==> config.mk <==
export PLATFORM = sky130hd
export DESIGN_NAME = bm_locator_solver
export DESIGN_NICKNAME = d
export VERILOG_FILES = /design/src/rtl/bm_pkg.sv /design/src/rtl/bm_gf_inverse.sv /design/src/rtl/bm_ref_pick.sv /design/src/rtl/bm_row_update.sv /design/src/rtl/bm_locator_solver.sv
export SDC_FILE = /design/constraint.sdc
export NUM_CORES = 1
export LEC_CHECK = 0
export BUFFER_PORTS_ARGS = -buffer_cell sky130_fd_sc_hd__buf_4
export CAP_MARGIN = 20
export CORE_ASPECT_RATIO = 1.2
export CORE_MARGIN = 2
export CORE_UTILIZATION = 36
export CTS_CLUSTER_DIAMETER = 100
export DETAILED_ROUTE_END_ITERATION = 7
export GPL_TIMING_DRIVEN = 0
export HOLD_SLACK_MARGIN = 0.12
export PLACE_DENSITY = 0.54
export REMOVE_ABC_BUFFERS = 1
export SYNTH_ARGS = -nofsm -noshare
export SYNTH_HDL_FRONTEND = slang
export SYNTH_HIERARCHICAL = 1
export SYNTH_SLANG_ARGS = --single-unit
==> constraint.sdc <==
create_clock -name clk -period 53.4 [get_ports clk]
set_input_delay 10.68 -clock clk [delete_from_list [all_inputs] [get_ports clk]]
set_output_delay 10.68 -clock clk [all_outputs]
set_load 0.02 [all_outputs]
==> src/rtl/bm_pkg.sv <==
package bm_pkg;

    // Default field: GF(2^5), x^5 + x^2 + 1
    localparam int GF_M_DEF    = 5;
    localparam int GF_POLY_DEF = 'h25;

    typedef enum logic [1:0] {
        ST_IDLE = 2'd0,
        ST_RUN  = 2'd1,
        ST_DONE = 2'd2
    } bm_state_e;

endpackage

==> src/rtl/bm_gf_inverse.sv <==
// Field inverse by exponentiation: a^(2^M - 2); zero maps to zero.
module bm_gf_inverse #(
    parameter int M    = 5,
    parameter int POLY = 'h25
) (
    input  logic [M-1:0] val_i,
    output logic [M-1:0] inv_o
);
    localparam logic [M-1:0] RED = M'(POLY);

    function automatic logic [M-1:0] fmul(input logic [M-1:0] a, input logic [M-1:0] b);
        logic [M-1:0] acc;
        acc = '0;
        for (int k = M - 1; k >= 0; k--) begin
            acc = {acc[M-2:0], 1'b0} ^ (acc[M-1] ? RED : '0);
            if (b[k]) acc = acc ^ a;
        end
        return acc;
    endfunction

    always_comb begin
        logic [M-1:0] sq;
        logic [M-1:0] prod;
        sq   = fmul(val_i, val_i);
        prod = sq;
        for (int k = 2; k < M; k++) begin
            sq   = fmul(sq, sq);
            prod = fmul(prod, sq);
        end
        inv_o = prod;
    end
endmodule

==> src/rtl/bm_ref_pick.sv <==
// Chooses the reference row: nonzero discrepancy, strictly largest delta,
// earliest on ties, row 0 by default.
module bm_ref_pick #(
    parameter int ROWS = 6,
    parameter int M    = 5,
    parameter int IW   = 6,
    parameter int RW   = 3
) (
    input  logic [ROWS-1:0][M-1:0]  dsc_i,
    input  logic [ROWS-1:0][IW-1:0] dlt_i,
    input  logic [RW-1:0]           cur_i,
    output logic [RW-1:0]           ref_o
);
    always_comb begin
        logic signed [IW-1:0] best;
        best  = '1;
        ref_o = '0;
        for (int j = 0; j < ROWS; j++) begin
            if (j < int'(cur_i) && dsc_i[j] != '0 && $signed(dlt_i[j]) > best) begin
                best  = $signed(dlt_i[j]);
                ref_o = RW'(j);
            end
        end
    end
endmodule

==> src/rtl/bm_row_update.sv <==
// Builds the next table row (copy or correction) and its discrepancy.
module bm_row_update #(
    parameter int M    = 5,
    parameter int POLY = 'h25,
    parameter int NC   = 5,
    parameter int NS   = 8,
    parameter int LW   = 5,
    parameter int RW   = 3
) (
    input  logic                   copy_i,
    input  logic [NC-1:0][M-1:0]   sig_cur_i,
    input  logic [LW-1:0]          ord_cur_i,
    input  logic [M-1:0]           dsc_cur_i,
    input  logic [NC-1:0][M-1:0]   sig_ref_i,
    input  logic [LW-1:0]          ord_ref_i,
    input  logic [M-1:0]           ref_inv_i,
    input  logic [LW-1:0]          diff_i,
    input  logic [NS-1:0][M-1:0]   syn_i,
    input  logic [RW-1:0]          it_i,
    output logic [NC-1:0][M-1:0]   sig_nxt_o,
    output logic [LW-1:0]          ord_nxt_o,
    output logic [M-1:0]           dsc_nxt_o
);
    localparam logic [M-1:0] RED = M'(POLY);

    function automatic logic [M-1:0] fmul(input logic [M-1:0] a, input logic [M-1:0] b);
        logic [M-1:0] acc;
        acc = '0;
        for (int k = M - 1; k >= 0; k--) begin
            acc = {acc[M-2:0], 1'b0} ^ (acc[M-1] ? RED : '0);
            if (b[k]) acc = acc ^ a;
        end
        return acc;
    endfunction

    // Next polynomial and order
    always_comb begin
        logic [M-1:0]  scale;
        logic [LW-1:0] reach;
        scale = fmul(dsc_cur_i, ref_inv_i);
        reach = ord_ref_i + diff_i;
        for (int k = 0; k < NC; k++) begin
            sig_nxt_o[k] = sig_cur_i[k];
            if (!copy_i) begin
                for (int j = 0; j < NC; j++) begin
                    if (j + int'(diff_i) == k)
                        sig_nxt_o[k] = sig_nxt_o[k] ^ fmul(scale, sig_ref_i[j]);
                end
            end
        end
        if (copy_i || ord_cur_i > reach)
            ord_nxt_o = ord_cur_i;
        else
            ord_nxt_o = reach;
    end

    // Next odd discrepancy: S(2i+1) + sum_k sigma_k * S(2i+1-k)
    always_comb begin
        int           two_i;
        logic [M-1:0] opnd;
        two_i     = 2 * int'(it_i);
        dsc_nxt_o = '0;
        for (int n = 0; n < NS; n++) begin
            if (n == two_i) dsc_nxt_o = dsc_nxt_o ^ syn_i[n];
        end
        for (int k = 1; k < NC; k++) begin
            opnd = '0;
            for (int n = 0; n < NS; n++) begin
                if (n + k == two_i) opnd = syn_i[n];
            end
            dsc_nxt_o = dsc_nxt_o ^ fmul(sig_nxt_o[k], opnd);
        end
    end
endmodule

==> src/rtl/bm_locator_solver.sv <==
module bm_locator_solver
    import bm_pkg::*;
#(
    parameter  int M     = GF_M_DEF,
    parameter  int POLY  = GF_POLY_DEF,
    parameter  int MAX_T = 4,
    localparam int NC    = MAX_T + 1,
    localparam int NS    = 2 * MAX_T,
    localparam int ROWS  = MAX_T + 2,
    localparam int RW    = $clog2(ROWS + 1),
    localparam int TW    = $clog2(MAX_T + 1),
    localparam int LW    = $clog2(2 * MAX_T + 2) + 1,
    localparam int IW    = LW + 1,
    localparam int CW    = RW + 1
) (
    input  logic                clk,
    input  logic                rst_n,
    input  logic                start_i,
    input  logic [TW-1:0]       t_i,
    input  logic [NS*M-1:0]     synd_i,
    output logic                done_o,
    output logic [NC*M-1:0]     sigma_o,
    output logic [LW-1:0]       degree_o
);

    typedef struct packed {
        bm_state_e                     st;
        logic [TW-1:0]                 t;
        logic [RW-1:0]                 i;
        logic [CW-1:0]                 zcnt;
        logic [NS-1:0][M-1:0]          syn;
        logic [ROWS-1:0][NC-1:0][M-1:0] sig;
        logic [ROWS-1:0][M-1:0]        dsc;
        logic [ROWS-1:0][LW-1:0]       ord;
        logic [ROWS-1:0][IW-1:0]       dlt;
        logic [NC-1:0][M-1:0]          res;
        logic [LW-1:0]                 deg;
        logic                          done;
    } bm_reg_t;

    bm_reg_t r_q, r_d;

    logic [RW-1:0]         ref_w, nxt_w;
    logic [NC-1:0][M-1:0]  sig_cur_w, sig_ref_w, sig_nxt_w;
    logic [LW-1:0]         ord_cur_w, ord_ref_w, ord_nxt_w, diff_w;
    logic [M-1:0]          dsc_cur_w, ref_inv_w, dsc_nxt_w;
    logic [TW-1:0]         t_eff_w;

    assign nxt_w     = r_q.i + RW'(1);
    assign sig_cur_w = r_q.sig[r_q.i];
    assign ord_cur_w = r_q.ord[r_q.i];
    assign dsc_cur_w = r_q.dsc[r_q.i];
    assign sig_ref_w = r_q.sig[ref_w];
    assign ord_ref_w = r_q.ord[ref_w];
    // mu(0) = -1, mu(j) = 2(j-1) otherwise
    assign diff_w    = (ref_w == '0) ? LW'(2 * int'(r_q.i) - 1)
                                     : LW'(2 * (int'(r_q.i) - int'(ref_w)));
    assign t_eff_w   = (t_i == '0) ? TW'(1)
                     : ((int'(t_i) > MAX_T) ? TW'(MAX_T) : t_i);

    bm_ref_pick #(.ROWS(ROWS), .M(M), .IW(IW), .RW(RW)) u_pick (
        .dsc_i (r_q.dsc),
        .dlt_i (r_q.dlt),
        .cur_i (r_q.i),
        .ref_o (ref_w)
    );

    bm_gf_inverse #(.M(M), .POLY(POLY)) u_inv (
        .val_i (r_q.dsc[ref_w]),
        .inv_o (ref_inv_w)
    );

    bm_row_update #(.M(M), .POLY(POLY), .NC(NC), .NS(NS), .LW(LW), .RW(RW)) u_upd (
        .copy_i    (dsc_cur_w == '0),
        .sig_cur_i (sig_cur_w),
        .ord_cur_i (ord_cur_w),
        .dsc_cur_i (dsc_cur_w),
        .sig_ref_i (sig_ref_w),
        .ord_ref_i (ord_ref_w),
        .ref_inv_i (ref_inv_w),
        .diff_i    (diff_w),
        .syn_i     (r_q.syn),
        .it_i      (r_q.i),
        .sig_nxt_o (sig_nxt_w),
        .ord_nxt_o (ord_nxt_w),
        .dsc_nxt_o (dsc_nxt_w)
    );

    always_comb begin
        int v_rem;
        int thr;
        int zn;
        r_d   = r_q;
        v_rem = int'(r_q.t) - int'(ord_cur_w) - 1;
        if (v_rem < 0)
            thr = 2;
        else
            thr = v_rem / 2 + (((v_rem % 2) != 0) ? 2 : 1);
        zn = int'(r_q.zcnt) + 1;

        case (r_q.st)
            ST_IDLE, ST_DONE: begin
                if (start_i) begin
                    r_d.st        = ST_RUN;
                    r_d.t         = t_eff_w;
                    r_d.i         = RW'(1);
                    r_d.zcnt      = '0;
                    r_d.syn       = synd_i;
                    r_d.sig       = '0;
                    r_d.dsc       = '0;
                    r_d.ord       = '0;
                    r_d.dlt       = '0;
                    r_d.sig[0][0] = M'(1);
                    r_d.sig[1][0] = M'(1);
                    r_d.dsc[0]    = M'(1);
                    r_d.dsc[1]    = synd_i[M-1:0];
                    r_d.dlt[0]    = '1;
                    r_d.res       = '0;
                    r_d.deg       = '0;
                    r_d.done      = 1'b0;
                end
            end
            ST_RUN: begin
                if (dsc_cur_w == '0) r_d.zcnt = CW'(zn);
                if (dsc_cur_w == '0 && zn == thr) begin
                    r_d.res  = sig_cur_w;
                    r_d.deg  = ord_cur_w;
                    r_d.done = 1'b1;
                    r_d.st   = ST_DONE;
                end else begin
                    r_d.sig[nxt_w] = sig_nxt_w;
                    r_d.ord[nxt_w] = ord_nxt_w;
                    r_d.dlt[nxt_w] = IW'(2 * int'(r_q.i) - int'(ord_nxt_w));
                    if (int'(r_q.i) == int'(r_q.t)) begin
                        r_d.res  = sig_nxt_w;
                        r_d.deg  = ord_nxt_w;
                        r_d.done = 1'b1;
                        r_d.st   = ST_DONE;
                    end else begin
                        r_d.dsc[nxt_w] = dsc_nxt_w;
                        r_d.i          = nxt_w;
                    end
                end
            end
            default: r_d.st = ST_IDLE;
        endcase
    end

    always_ff @(posedge clk or negedge rst_n) begin
        if (!rst_n) r_q <= '0;
        else        r_q <= r_d;
    end

    assign done_o   = r_q.done;
    assign sigma_o  = r_q.res;
    assign degree_o = r_q.deg;

    // seeding on an accepted start
    a_r1_row_seed: assert property (@(posedge clk) disable iff (!rst_n)
        (r_q.st != ST_RUN && start_i) |=>
            (!done_o && r_q.st == ST_RUN && r_q.i == RW'(1) && r_q.dsc[1] == $past(synd_i[M-1:0])));

    // iteration t always ends the run
    a_r2_last_iteration: assert property (@(posedge clk) disable iff (!rst_n)
        (r_q.st == ST_RUN && int'(r_q.i) == int'(r_q.t)) |=> done_o);

    // order never decreases along the table
    a_r3_order_grows: assert property (@(posedge clk) disable iff (!rst_n)
        (r_q.st == ST_RUN && r_q.i > RW'(1)) |-> (r_q.ord[r_q.i] >= r_q.ord[r_q.i - RW'(1)]));

    // zero discrepancy copies the row forward
    a_r4_zero_copy: assert property (@(posedge clk) disable iff (!rst_n)
        (r_q.st == ST_RUN && r_q.dsc[r_q.i] == '0) |=>
            (done_o || (r_q.ord[r_q.i] == $past(r_q.ord[r_q.i]) &&
                        r_q.sig[r_q.i] == $past(r_q.sig[r_q.i]))));

    // result held after done
    a_r8_result_hold: assert property (@(posedge clk) disable iff (!rst_n)
        (done_o && !start_i) |=> (done_o && $stable(sigma_o) && $stable(degree_o)));

    // start during a run leaves captured inputs alone
    a_r9_busy_start: assert property (@(posedge clk) disable iff (!rst_n)
        (r_q.st == ST_RUN && start_i) |=> (r_q.t == $past(r_q.t) && r_q.syn == $past(r_q.syn)));

endmodule

# --- Yosys cells after proc, flatten, opt, wreduce, memory -nomap -nowiden ---
# Cells that the tools add are included.
word_totals:
  regBits: 329
  in_bits: 46
  out_inout_bits: 31
  word_cells: 1187
op_classes:
  addsub: 14
  order_cmp: 19
  n_eq_ne: 34
  n_mux: 684
  bitwise_logic: 329
  n_reduce_logical: 40
ops:
  columns: ["cell", "count"]
  rows:
  - ["$mux W5", 492]
  - ["$xor A5 B5 Y5", 328]
  - ["$pmux W277 S2", 1]
  - ["$mux W3", 154]
  - ["$mux W329", 1]
  - ["$eq A32 B3 Y1 const B", 8]
  - ["$mux W246", 1]
  - ["$logic_not A32 Y1", 6]
  - ["$bmux W25 S3", 2]
  - ["$bwmux W150", 1]
  - ["$eq A32 B2 Y1 const B", 4]
  - ["$eq A32 B4 Y1 const B", 4]
  - ["$demux W25 S3", 1]
  - ["$mux W25", 3]
  - ["$mux W31", 2]
  - ["$bmux W5 S3", 4]
  - ["$bwmux W30", 2]
  - ["$bwmux W36", 1]
  - ["$mux W6", 6]
  - ["$add A32 B1 Y32", 1]
  - ["$add A32 B3 Y32", 1]
  - ["$eq A6 B32 Y1", 1]
  - ["$mux W32", 1]
  - ["$reduce_bool A32 Y1", 1]
  - ["other kinds (52)", 94]

# --- Logic depth before layout (Yosys ltp) ---
# Gate-level depths: netlist of run 1.
depth:
  ltp_word: 190
  mapped_depth: 100
  ltp_nobuf: 91

# --- By module ---
# Netlist of run 1, hierarchy kept.
modules_own_cells:
  columns: ["mod", "instances", "cells_per_inst", "area_each_um2", "seq_area_each_um2"]
  rows:
  - ["bm_locator_solver", 1, 1711, 17027.6, 8107.8]
  - ["bm_row_update", 1, 862, 6227.2, 0.0]
  - ["bm_gf_inverse", 1, 265, 1858.0, 0.0]
  - ["bm_ref_pick", 1, 227, 1629.1, 0.0]

# --- Worst setup path before layout of run 1 ---
# No wires, ideal clock.
synth_path:
  path_kind: "flip-flop to flip-flop"
  from: "register r_q[323] (netlist name)"
  to: "register r_q[104] (netlist name)"
  setup_time_ps: 123
  t_arrival_ps: 19779
  t_required_ps: 53277
  path_slack_ps: 33498
  path_stages_with_launch: 94
  cell_sequence: "dfrtp_1 nor3_2 a211oi_2 or2b_1 ha_1 nand2_1 a221o_2 nor3_2 or3_1 buf_2 nor2_1 a21oi_1 inv_1 ha_1 and3_1 a41oi_1 and2_1 nor2_1 [... 58 more ...] and2_2 xor3_4 xnor3_2 buf_6 buf_6 nand2_1 xnor2_1 xnor3_2 a222oi_1 a31oi_1 xor2_1 nor4_1 a311oi_1 xor2_1 xnor3_1 xnor3_1 or4_1 o221a_2"
synth_rtl:
  columns: ["element", "line_no", "rtl"]
  rows:
  - ["start, declared", "bm_locator_solver.sv:41", "bm_reg_t r_q, r_d;"]
  - ["start signal, assigned", "bm_locator_solver.sv:151", "else r_q <= r_d;"]

==> metrics.md, run 1 <==
| Metric | Value |
|---|---|
| Status | `finished, final reports clean` |
| Reg2reg start | `r_q[321]` |
| Final max-slew violation count | `0` |
| FF/Latch Area | `8120 µm²` |
| Post-synth EDFFs | `0` |
| Fillers | `7291` |
| Worst stage delay on the critical path | `0.86 ns` |
| Most common cell after layout, fill and taps aside | `nand2_1` |
| Cell variety after synth | `108` |
| Ant diodes | `0` |
| Main synth FF type | `dfrtp_1` |
| CTS root buf | `clkbuf_16` |
| Flop and latch count out of synthesis | `324` |
| Critical path peak fanout | `38` |
| Drt drc | `0` |
| Sequential element share of the synthesized area | `30.3%` |
| DP Wirelength | `66500 µm` |
| Worst setup path class | `reg2reg` |
| Area of the core | `73600 µm²` |
| Slowest CP cell | `dfrtp_4` |
| Worst Min Path Start | `r_q[292]` |
| CP startpoint | `r_q[321]` |
| H-tree depth | `2` |
| CTS Hold Bufs | `0` |
| Total congestion overflow | `0` |
| Worst r2r path cells | `89` |
| Commonest non-fill, non-tap cells in the layout | `663 x nand2_1, 321 x dfrtp_1, 196 x o21ai_0` |
| Hold path cells | `2` |
| Layout cells sized above 1 | `12.6%` |
| Mapped Area | `26700 µm²` |
| Clock Skews | `0.0277 ns` |
| CP most frequent cell | `ha_1` |
| Drt pass-1 iters | `6` |
| Clock-pin slew on the worst setup and hold paths | `0.06 ns` |
| Final ANT Viol Nets | `0` |
| Total GRT Usage | `24.2%` |
| Multi-input combinational cell area | `17100 µm²` |
| CP Capture Type | `flip-flop` |
| # IOs | `77` |
| Slew headroom | `24.4%` |
| # port buffers | `76` |
| Final setup fails | `0` |
| DR vias/cell | `5.98` |
| Syn Area/Cell | `8.72 µm²` |
| Largest net degree at the start of global routing | `118` |
| Reg2reg end | `r_q[104]` |
| Flop-to-flop setup slack | `27.82 ns` |
| Worst Path Required | `53.85 ns` |
| Starting Density | `36.3%` |
| Initial antenna violation count | `0` |
| Share of the synthesized area in the top cell type | `30.3%` |
| Area Overhead vs Synth | `11.9%` |
| Fmax | `39.1 MHz` |
| Final nets | `3136` |
| Die area | `76500 µm²` |
| First-pass GRT wire length | `144000 µm` |
| Critical Path AT | `26.03 ns` |
| RSZ-0062 raised after global routing | `false` |
| DR WL/cell | `23.3 µm` |
| Synthesized instance count | `3065` |
| Post-CTS Setup Repair Bufs | `0` |
| Worst hold endpoint | `r_q[292]` |
| Setup TNS | `0 ns` |
| DR vias | `23.9k` |
| Std-Cell Rows | `109` |
| CTS sink count | `324` |
| Dominant cell type by area after synthesis | `dfrtp_1` |
| Synth async-reset ratio | `100%` |
| Top post-synthesis cells by area | `dfrtp_1 30%, nand2_1 9.3%, mux4_2 5.7%, mux2i_1 5.5%, xnor2_1 4.8%` |
| Clk buf depth | `3` |
| Max Cap Viol | `0` |
| Placer Congestion | `0.892` |
| CTS tree | `done` |
| Slew at the pin closest to its max-slew limit | `1.13 ns` |
| Hold WC Path Type | `reg2reg` |
| Final Hold Viols | `0` |
| Die Width | `253 µm` |
| Cts repair resizes | `0` |
| Vias in the first global route | `24.3k` |
| Clk_lat worst skew | `0.58 ns` |
| Die height | `303 µm` |
| Critical Path Start Type | `flip-flop` |
| Crit share post-route | `47.9%` |
| Final wirelength | `93200 µm` |
| TritonCTS Buffers | `37` |
| Drt first-iter violations | `1856` |
| Crit path time final | `25.58 ns` |
| Ys Warns | `6` |
routing by layer:
layer / track usage [%] / part of all wire [%] / vias to the layer above
li1: - / - / 10740
met1: 29.8 / 41 / 11963
met2: 42.2 / 49 / 940
met3: 3.06 / 5.6 / 230
met4: 11.5 / 4.5 / 0
met5: 0 / 0 / -
Yosys cell counts, drive strengths merged (44+ instances only):
cell type  number
nand2         666
dfrtp         324
o21ai         255
inv           162
xnor2         156
nor2          149
mux2i         146
clkbuf        111
buf           101
a21oi          97
mux4           68
nand3          68
xor2           67
a22oi          57
xnor3          54
ha             53
o22ai          44
how the worst max path moves through the flow:
stage / slack, ns / endpoint / cells after the start
finish: 27.82 / r_q[104] / 89
global route: 25.91 / r_q[104] / 89
CTS: 28.01 / r_q[104] / 87
detailed placement: 28.09 / r_q[104] / 86
global placement: 15.59 / r_q[105] / 73
floorplan: 25.91 / r_q[104] / 75
logic make-up after synthesis:
logic type / synth area share, %
adder cells (fa/ha/maj): 2.85
XOR/XNOR: 13.0
buffers and inverters: 6.31
AO/OA/AOI/OAI: 18.0
AND/OR/NAND/NOR: 17.6
flip-flops: 30.3
multiplexers: 12.0
area by class of cell:
class	instances	area share [%]
inverter	167	2.10
clock buffer	43	3.27
sequential	324	27.1
timing repair buffer	140	5.69
multi-input combinational	2362	57.2
clock inverter	14	0.615
tap	943	3.94
flip-flops by register name, summed over array words and instances (netlist names):
name	cells
r_q	293
sigma_o	25
done_o	1
degree_o	5
per-stage QoR:
stage | setup slack [ns] | utilization [%] | hold slack, ns | cell area (µm²) | instances
detailed placement | 28.09 | 39.0 | 0.470 | 28700 | 3931
global route | 25.91 | 40.6 | 0.509 | 29900 | 3993
global placement | 15.59 | 37.2 | 0.470 | 27400 | 3872
floorplan | 25.91 | - | 0.446 | 25700 | 2853
finish | 27.82 | 40.6 | 0.477 | 29900 | 3993
CTS | 28.01 | 40.6 | 0.486 | 29900 | 3988
worst max-delay path: cells and delay by family, from the launching register on:
| family | cells | cell delay (ns) |
|---|---|---|
| buffers and inverters | 9 | 1.88 |
| XOR/XNOR | 14 | 5.74 |
| multiplexers | 2 | 0.67 |
| AND/OR/NAND/NOR | 22 | 4.79 |
| flip-flops | 1 | 0.86 |
| adder cells (fa/ha/maj) | 8 | 2.78 |
| AO/OA/AOI/OAI | 34 | 8.65 |
Power of run 1 is not shown: default switching activity piles up to over one toggle a cycle in this logic, so the estimate is an artifact.
==> run 2, diff against run 1 <==
- ABC_AREA: unset -> 1
- PLACE_DENSITY: 0.54 -> 0.56
- clock period: 53.4 -> 22.2 ns (I/O delays scaled with it)
==> run 2 against run 1 <==
Against the previous run: the flow now finishes with violations (DRC); non-clock buffer count is 2 higher; register-to-register slack worse by 26 ns; via count is 43% higher; global-route usage is 2.4 points higher; die area is 17% higher; critical path type unchanged; highest routed layer unchanged.
==> metrics.md, run 2 <==
| Metric | Value |
|---|---|
| Status | `finished with violations` |
| Failing checks | `DRC` |
| Final max-slew violation count | `0` |
| CP most frequent cell | `nand2_1` |
| Drt pass-1 iters | `8` |
| Clock-pin slew on the worst setup and hold paths | `0.06 ns` |
| Critical path peak fanout | `73` |
| Placer Congestion | `0.967` |
| Clk_lat worst skew | `0.61 ns` |
| Commonest cells in the netlist | `1894 x nand2_1, 675 x nand3_1, 564 x inv_1` |
| Vias in the first global route | `31.2k` |
| Cell variety after synth | `66` |
| Worst r2r path cells | `122` |
| CTS tree | `done` |
| Fillers | `9400` |
| Critical Path Start Type | `flip-flop` |
| Most numerous cell in the Yosys netlist | `nand2_1` |
| Die Width | `273 µm` |
| Critical Path AT | `20.85 ns` |
| FF/Latch Area | `8110 µm²` |
| Area Overhead vs Synth | `10.5%` |
| Fmax | `49.2 MHz` |
| Hold WC Path Type | `reg2reg` |
| Largest reg by FF count | `r_q` |
| Layout cells sized above 1 | `8.92%` |
| RSZ-0062 raised after global routing | `false` |
| Setup TNS | `0 ns` |
| H-tree depth | `2` |
| Total congestion overflow | `0` |
| Share of the synthesized area in the top cell type | `25.9%` |
| Max Cap Viol | `0` |
| Mapped Area | `31300 µm²` |
| Drt first-iter violations | `3185` |
| DR vias/cell | `5.35` |
| Worst stage delay on the critical path | `1.00 ns` |
| Max FFs per register | `293` |
| Pre-CTS setup slack | `1.62 ns` |
| Design Area, Final | `34600 µm²` |
| Slowest CP cell | `dfrtp_4` |
| DR WL/cell | `19.1 µm` |
| Synth Area in XOR/XNOR | `2.75%` |
| Most common cell after layout, fill and taps aside | `nand2_1` |
| Dominant cell type by area after synthesis | `dfrtp_1` |
| DP Wirelength | `87400 µm` |
| CTS sink count | `324` |
| Ys Warns | `6` |
| Initial antenna violation count | `2` |
| Crit share post-route | `91.5%` |
| Flop-to-flop setup slack | `1.88 ns` |
| Top post-synthesis cells by area | `dfrtp_1 26%, nand2_1 23%, nand3_1 11%, inv_1 6.8%, o21ai_0 5.0%` |
| Die area | `89400 µm²` |
| Slew headroom | `17.0%` |
| TritonCTS Buffers | `40` |
| Area share of fa/ha/maj cells after synthesis | `2.44%` |
| Final wirelength | `122000 µm` |
| Synthesized instance count | `5277` |
| Crit path time final | `20.32 ns` |
| # IOs | `77` |
| # port buffers | `76` |
| Placed instance area | `33200 µm²` |
| Area of the core | `86200 µm²` |
| Final setup fails | `0` |
| Mux contribution to synthesized area | `0%` |
| Starting Density | `36.3%` |
| Worst Path Required | `22.73 ns` |
| First-pass GRT wire length | `185000 µm` |
| Clk buf depth | `3` |
| Sequential element share of the synthesized area | `25.9%` |
| Final ANT Viol Nets | `0` |
| Std-Cell Rows | `118` |
| Final Hold Viols | `0` |
| CTS Hold Bufs | `0` |
| CP Capture Type | `flip-flop` |
| Post-CTS Setup Repair Bufs | `0` |
| DR vias | `34.1k` |
| Multi-input combinational cell area | `19600 µm²` |
| Drt drc | `5` |
| Final nets | `5302` |
| Main synth FF type | `dfrtp_1` |
| Commonest non-fill, non-tap cells in the layout | `1885 x nand2_1, 675 x nand3_1, 562 x inv_1` |
| Slew at the pin closest to its max-slew limit | `1.23 ns` |
| Post-synthesis compound-gate area fraction | `10.4%` |
| Worst hold slack | `0.471 ns` |
| Worst setup path class | `reg2reg` |
| CTS root buf | `clkbuf_16` |
| Largest family of logic cells by synthesized area | `simple AND/OR/NAND/NOR gates` |
| Synth async-reset ratio | `100%` |
| Hold path cells | `2` |
| Largest net degree at the start of global routing | `135` |
| Syn Area/Cell | `5.93 µm²` |
| Flop and latch count out of synthesis | `324` |
| Post-synth EDFFs | `0` |
| Ant diodes | `0` |
| Total GRT Usage | `26.7%` |
| Setup ws final | `1.88 ns` |
| Clock Skews | `0.0243 ns` |
| Die height | `327 µm` |
| Post-Synth Simple-Gate Area | `46.7%` |
-- run 2: cell types whose count changed after synthesis, sizes merged, moves of 46 or more --
cell   delta
a22oi    -46
o21ai    +74
mux2i   -146
mux4     -68
nand2  +1345
inv     +454
nand4    +94
xnor2   -120
nor2    +268
nand3   +638
xnor3    -54
-- run 2: routing by layer --
metal	track usage, %	vias to the layer above	part of all wire, %
met5	0	-	0
met4	13.3	0	5.6
met3	3.25	323	7.3
met2	45.8	1344	47
met1	32.8	15703	40
li1	-	16716	-
-- run 2: repair_timing --
action | 4_1_cts | 5_1_grt
gates resized for setup | 0 | 1
endpoints found under the hold margin | 0 | 0
endpoints found under the setup margin | 0 | 3
-- run 2: layout make-up --
type / instances / share of cell area [%]
clock buffer: 64 / 3.57
sequential: 324 / 23.4
inverter: 624 / 6.79
clock inverter: 7 / 0.221
multi-input combinational: 4066 / 56.8
tap: 1140 / 4.12
timing repair buffer: 142 / 5.11
-- run 2: worst max-delay path, delay by kind of cell, from the launching register on --
family	cells	cell delay, ns
compound gates	17	3.37
xor+xnor	4	1.34
fa+ha+maj	8	2.40
buf+inv	18	2.50
flops	1	1.00
simple gates	75	9.50
-- run 2: final timing paths --
kind | end | from
setup / recovery | r_q[105] | r_q[321]
hold / removal | r_q[159] | r_q[159]
setup reg to reg | r_q[105] | r_q[321]
hold reg to reg | r_q[159] | r_q[159]
max in group asynchronous | r_q[53] | rst_n
min in group asynchronous | sigma_o[19] | rst_n
-- run 2: through the flow --
step                      cells  utilization (%)
after floorplan            5014                -
after global placement     6230             37.1
after detailed placement   6289             38.5
after CTS                  6360             40.0
after global routing       6367             40.1
final                      6367             40.1
-- run 2: logic make-up after synthesis --
group,after synthesis
simple gates,3339
buf+inv,887
compound gates,575
flops,324
xor+xnor,94
fa+ha+maj,58
Power of run 2 is left out for the same reason.
